--- src/rtl/ptw_pkg.sv ---
package ptw_pkg;

    localparam int ADDR_W     = 32;
    localparam int SECT_LSB   = 20;   // 1 MiB region
    localparam int LPAGE_LSB  = 16;   // 64 KiB page
    localparam int SPAGE_LSB  = 12;   // 4 KiB page
    localparam int L2_ALIGN   = 10;   // second-level table alignment
    localparam int DESC_BYTES = 4;
    localparam int DESC_SH    = $clog2(DESC_BYTES);
    localparam int L1_IDX_W   = ADDR_W - SECT_LSB;
    localparam int L2_IDX_W   = SECT_LSB - SPAGE_LSB;

    typedef logic [ADDR_W-1:0] addr_t;

    typedef enum logic [2:0] {
        ST_IDLE,
        ST_L1_REQ,
        ST_L1_WAIT,
        ST_L2_REQ,
        ST_L2_WAIT,
        ST_RESP
    } walk_state_e;

    typedef enum logic [1:0] {
        KIND_FAULT,
        KIND_LINK,
        KIND_LEAF
    } desc_kind_e;

    typedef struct packed {
        desc_kind_e kind;
        addr_t      pa;
        addr_t      next_base;
    } desc_dec_t;

    function automatic addr_t splice(input addr_t hi_src, input addr_t lo_src, input int lsb);
        addr_t m;
        m = (addr_t'(1) << lsb) - addr_t'(1);
        return (hi_src & ~m) | (lo_src & m);
    endfunction

endpackage

--- src/rtl/ptw_entry_decode.sv ---
module ptw_entry_decode
    import ptw_pkg::*;
#(
    parameter int LEVEL = 1
) (
    input  addr_t     desc,
    input  addr_t     va,
    output desc_dec_t dec
);
    localparam addr_t L2_MASK = ~((addr_t'(1) << L2_ALIGN) - addr_t'(1));

    generate
        if (LEVEL == 1) begin : g_first
            always_comb begin
                dec = '{kind: KIND_FAULT, pa: '0, next_base: '0};
                unique case (desc[1:0])
                    2'b10: begin
                        dec.kind = KIND_LEAF;
                        dec.pa   = splice(desc, va, SECT_LSB);
                    end
                    2'b01: begin
                        dec.kind      = KIND_LINK;
                        dec.next_base = desc & L2_MASK;
                    end
                    default: dec.kind = KIND_FAULT;
                endcase
            end
        end else begin : g_second
            always_comb begin
                dec = '{kind: KIND_FAULT, pa: '0, next_base: '0};
                if (desc[1]) begin
                    dec.kind = KIND_LEAF;
                    dec.pa   = splice(desc, va, SPAGE_LSB);
                end else if (desc[0]) begin
                    dec.kind = KIND_LEAF;
                    dec.pa   = splice(desc, va, LPAGE_LSB);
                end
            end
        end
    endgenerate

endmodule

--- src/rtl/ptw_addr_gen.sv ---
module ptw_addr_gen
    import ptw_pkg::*;
(
    input  logic  second,
    input  addr_t l1_base,
    input  addr_t l2_base,
    input  addr_t va,
    output addr_t addr
);
    addr_t l1_off;
    addr_t l2_off;

    always_comb begin
        l1_off = addr_t'(va[ADDR_W-1:SECT_LSB]) << DESC_SH;
        l2_off = addr_t'(va[SECT_LSB-1:SPAGE_LSB]) << DESC_SH;
        addr   = second ? (l2_base + l2_off) : (l1_base + l1_off);
    end

endmodule

--- src/rtl/ptw_fsm.sv ---
module ptw_fsm
    import ptw_pkg::*;
(
    input  logic        clk,
    input  logic        rst,
    input  logic        req_valid,
    input  addr_t       req_va,
    input  addr_t       tbl_base,
    input  logic        mem_req_ready,
    input  logic        mem_rsp_valid,
    input  desc_dec_t   l1_dec,
    input  desc_dec_t   l2_dec,
    output walk_state_e state,
    output addr_t       va_q,
    output addr_t       l1_base_q,
    output addr_t       l2_base_q,
    output addr_t       pa_q,
    output logic        fault_q,
    output logic        lvl_q
);
    always_ff @(posedge clk) begin
        if (rst) begin
            state     <= ST_IDLE;
            va_q      <= '0;
            l1_base_q <= '0;
            l2_base_q <= '0;
            pa_q      <= '0;
            fault_q   <= 1'b0;
            lvl_q     <= 1'b0;
        end else begin
            unique case (state)
                ST_IDLE: if (req_valid) begin
                    va_q      <= req_va;
                    l1_base_q <= tbl_base;
                    state     <= ST_L1_REQ;
                end
                ST_L1_REQ: if (mem_req_ready) state <= ST_L1_WAIT;
                ST_L1_WAIT: if (mem_rsp_valid) begin
                    lvl_q <= 1'b0;
                    unique case (l1_dec.kind)
                        KIND_LEAF: begin
                            pa_q    <= l1_dec.pa;
                            fault_q <= 1'b0;
                            state   <= ST_RESP;
                        end
                        KIND_LINK: begin
                            l2_base_q <= l1_dec.next_base;
                            state     <= ST_L2_REQ;
                        end
                        default: begin
                            pa_q    <= '0;
                            fault_q <= 1'b1;
                            state   <= ST_RESP;
                        end
                    endcase
                end
                ST_L2_REQ: if (mem_req_ready) state <= ST_L2_WAIT;
                ST_L2_WAIT: if (mem_rsp_valid) begin
                    lvl_q   <= 1'b1;
                    state   <= ST_RESP;
                    fault_q <= (l2_dec.kind != KIND_LEAF);
                    pa_q    <= (l2_dec.kind == KIND_LEAF) ? l2_dec.pa : '0;
                end
                ST_RESP: state <= ST_IDLE;
                default: state <= ST_IDLE;
            endcase
        end
    end

endmodule

--- src/rtl/ptw_walker.sv ---
module ptw_walker
    import ptw_pkg::*;
(
    input  logic        clk,
    input  logic        rst,
    input  logic        req_valid,
    output logic        req_ready,
    input  logic [31:0] req_va,
    input  logic [31:0] tbl_base,
    output logic        mem_req_valid,
    input  logic        mem_req_ready,
    output logic [31:0] mem_req_addr,
    input  logic        mem_rsp_valid,
    input  logic [31:0] mem_rsp_data,
    output logic        res_valid,
    output logic        res_fault,
    output logic        res_lvl,
    output logic [31:0] res_pa,
    output logic [31:0] res_va
);
    walk_state_e state;
    addr_t       va_q, l1_base_q, l2_base_q, pa_q;
    logic        fault_q, lvl_q;
    desc_dec_t   l1_dec, l2_dec;

    ptw_entry_decode #(.LEVEL(1)) u_dec_l1 (
        .desc (mem_rsp_data),
        .va   (va_q),
        .dec  (l1_dec)
    );

    ptw_entry_decode #(.LEVEL(2)) u_dec_l2 (
        .desc (mem_rsp_data),
        .va   (va_q),
        .dec  (l2_dec)
    );

    ptw_addr_gen u_addr (
        .second  (state == ST_L2_REQ),
        .l1_base (l1_base_q),
        .l2_base (l2_base_q),
        .va      (va_q),
        .addr    (mem_req_addr)
    );

    ptw_fsm u_fsm (
        .clk           (clk),
        .rst           (rst),
        .req_valid     (req_valid),
        .req_va        (req_va),
        .tbl_base      (tbl_base),
        .mem_req_ready (mem_req_ready),
        .mem_rsp_valid (mem_rsp_valid),
        .l1_dec        (l1_dec),
        .l2_dec        (l2_dec),
        .state         (state),
        .va_q          (va_q),
        .l1_base_q     (l1_base_q),
        .l2_base_q     (l2_base_q),
        .pa_q          (pa_q),
        .fault_q       (fault_q),
        .lvl_q         (lvl_q)
    );

    assign req_ready     = (state == ST_IDLE);
    assign mem_req_valid = (state == ST_L1_REQ) || (state == ST_L2_REQ);
    assign res_valid     = (state == ST_RESP);
    assign res_fault     = fault_q;
    assign res_lvl       = lvl_q;
    assign res_pa        = pa_q;
    assign res_va        = va_q;

endmodule

--- config.mk ---
export PLATFORM = sky130hd
export DESIGN_NAME = ptw_walker
export DESIGN_NICKNAME = d
export VERILOG_FILES = /design/src/rtl/ptw_pkg.sv /design/src/rtl/ptw_entry_decode.sv /design/src/rtl/ptw_addr_gen.sv /design/src/rtl/ptw_fsm.sv /design/src/rtl/ptw_walker.sv
export SDC_FILE = /design/constraint.sdc
export NUM_CORES = 1
export LEC_CHECK = 0
export ABC_AREA = 1
export BUFFER_PORTS_ARGS = -buffer_cell sky130_fd_sc_hd__buf_2
export CORE_UTILIZATION = 50
export CTS_BUF_LIST = sky130_fd_sc_hd__clkbuf_16
export CTS_CLUSTER_DIAMETER = 100
export DETAILED_ROUTE_END_ITERATION = 10
export PLACE_DENSITY = 0.79
export SYNTH_ARGS = -nofsm -noshare
export SYNTH_HDL_FRONTEND = slang
export SYNTH_SLANG_ARGS = --single-unit
--- constraint.sdc ---
create_clock -name clk -period 5.4 [get_ports clk]
set_input_delay 1.08 -clock clk [delete_from_list [all_inputs] [get_ports clk]]
set_output_delay 1.08 -clock clk [all_outputs]
set_load 0.02 [all_outputs]
==> out/metrics.yaml <==
status: "complete, no violations"
cts_tree: "yes"
multi_input_area_um2: 3160
grt-ovfl-total: 0
grt_pass1_vias: 6162
yosys_register_bits: 123
crit_type: "flip-flop to output port"
layout-drive-gt1-share_pct: 22.2
synth_warnings: 0
yosys.cell_types.count: 35
synth_area_leader_cell: "dfxtp_1"
post-route-period-util_pct: 72.0
min_path_type: "flip-flop to flip-flop"
coreArea_um2: 12100
post_cts.repair.setup_buffers: 0
post_cts_resized: 0
cts_made_buffers: 17
ant_nets: 0
max_slew.worst_pin.slew_ns: 1.10
mostFrequentLayoutCell: "nand2_1"
initial_utilization_pct: 51.4
drv_cap: 0
clk_path_buf_depth: 2
p_leak_nw: 3.89
wirelength_um: 18800
first_iter_violations: 577
final_cell_mix: "227 x nand2_1, 193 x buf_2, 123 x dfxtp_1, 101 x nand3_1, 93 x inv_1"
clk-insertion-delay-late_ns: 0.42
ctsHoldBuffers: 0
drt-pass1-iter-count: 6
routabilityCongestion: 0.958
die-height_um: 113
syn-mean-instance-area_um2: 6.75
synth_nets: 1033
final_cells: 1273
period_needed_ns: 3.89
peakVddDrop_v: 0.000276
setup_tns_ns: 0
vias: 6734
antenna_found_initial: 2
skew_ns: 0.00966
drv_slew: 0
fillers: 1137
port_buffers: 193
grt_pass1_wl_um: 30100
h-tree-depth: 4
io_pins: 202
syn_to_final_growth_pct: 26.0
rsz0062_at_grt: "false"
fmax_ghz: 0.257
dpl.hpwl_um: 13300
rows: 40
power_density_nw_per_um2: 460
die_area_um2: 12900
crit_required_ns: 4.32
seq_area_um2: 2460
clock_sinks: 123
critPathLaunchType: "flip-flop"
relSlewSlack_pct: 26.7
synthCells: 919
yosys-top-cells-area: "dfxtp_1 40%, nand2_1 14%, nand3_1 8.2%"
viasPerCell: 5.29
yosysTopAreaCellShare_pct: 39.7
setup_violations: 0
drc: 0
clk_pin_slew_ns: 0.06
dpl.cell_count: 1239
ys_seq_area_share_pct: 39.7
grtUsageTotal_pct: 29.9
crit_path_end_kind: "output port"
die_w_um: 113
hold_viol: 0
wire_per_inst_um: 14.8
nets: 1204
syn_area_um2: 6200
critPathMaxFanout: 10
grt_max_degree: 69
critPathArrivalTime_ns: 2.81
cts-root-buf: "clkbuf_16"
## critical path, stage by stage, from the launching register on
cell and delay [ns]:
dfxtp_1 0.32, ha_1 0.25, fa_1 0.44, nand3_1 0.11, nand3_1 0.15, nand3_1 0.11, nand3_1 0.36, nand3_1 0.18
nand3_1 0.15, nand2_1 0.14, buf_2 0.17
## routing by layer
metal | global-route usage [%] | share of wire, % | vias up
met4 | 11.9 | 2.6 | 2
met5 | 0 | 0.053 | -
li1 | - | - | 3365
met3 | 9.14 | 7.9 | 39
met2 | 47.5 | 45 | 267
met1 | 38.0 | 44 | 3061
## flip-flops by register name, indices dropped and copies added (netlist names)
name and count:
u_fsm.l1_base_q 32, u_fsm.state 3, u_fsm.lvl_q 1, u_fsm.va_q 32, u_fsm.pa_q 32, u_fsm.l2_base_q 22
u_fsm.fault_q 1
## Yosys cell counts
cell type  instances
ha_1              12
o21ai_0           65
buf_1              3
nor4_1             1
xor2_1             2
nand2_1          228
a21oi_1           81
inv_2              3
clkbuf_8           2
or2_2              3
a22oi_2            2
clkbuf_1          33
dfxtp_1          123
buf_6              3
and2_1             2
o21ai_1            3
nor2_2             2
nand3_4            1
a31oi_1           10
nor2_4             1
o21ai_2            1
inv_1             91
o22ai_1            4
nand4_1            4
a211oi_1           1
fa_1               1
nor3_1            11
buf_2              6
nand2_2            2
a22oi_1           22
xnor2_1            5
nand3_1          101
o211a_1            1
nor2_1            88
a21oi_4            1
## kinds of logic (layout without fill, tap and decap cells)
group	after synthesis	count (layout)	share of synthesized area, %
AOI/OAI and AO/OA	191	191	17.2
DFF	123	123	39.7
adders and majority gates	13	13	2.74
buffers and inverters	141	325	9.34
xor gates and xnor gates	7	7	0.989
other	0	2	0
and+or+nand+nor	444	444	30.0
## report_power, final
part	leakage, nW	total [mW]	switching [mW]	internal [mW]
Clock	0.298	1.17	0.412	0.762
Sequential	1.00	1.20	0.137	1.07
Combinational	2.59	1.22	0.844	0.375
## path summary, 6_finish.rpt
| check | cells past startpoint | slack [ns] | startpoint | to |
|---|---|---|---|---|
| worst max-delay path | 10 | 1.51 | u_fsm.va_q[20] | mem_req_addr[22] |
| worst min-delay path | 2 | 0.45 | u_fsm.l1_base_q[0] | u_fsm.l1_base_q[0] |
| worst max register to register | 7 | 3.20 | u_fsm.state[0] | u_fsm.va_q[29] |
| worst min register to register | 2 | 0.45 | u_fsm.l1_base_q[0] | u_fsm.l1_base_q[0] |
## layout make-up
type / count / share of cell area [%]
diodes: 2 / 0.0641
clock buffers: 17 / 5.45
clock inverters: 15 / 2.34
inverters: 94 / 4.52
multi-input cells: 655 / 40.5
flip-flops and latches: 123 / 31.5
well taps: 168 / 2.69
repair buffers: 199 / 12.9
## metrics by stage
step	hold slack [ns]	util, %	area [µm²]	total power [mW]	setup WS, ns
6_report	0.455	64.8	7810	3.60	1.51
5_1_grt	0.482	64.8	7810	3.79	1.27
4_1_cts	0.459	64.7	7810	3.60	1.54
3_5_place_dp	0.451	59.7	7200	2.42	1.99
3_3_place_gp	0.439	59.7	7200	2.41	2.01
2_1_floorplan	0.430	-	6200	2.02	2.31
Note: power is estimated with default switching activity, not from simulation.
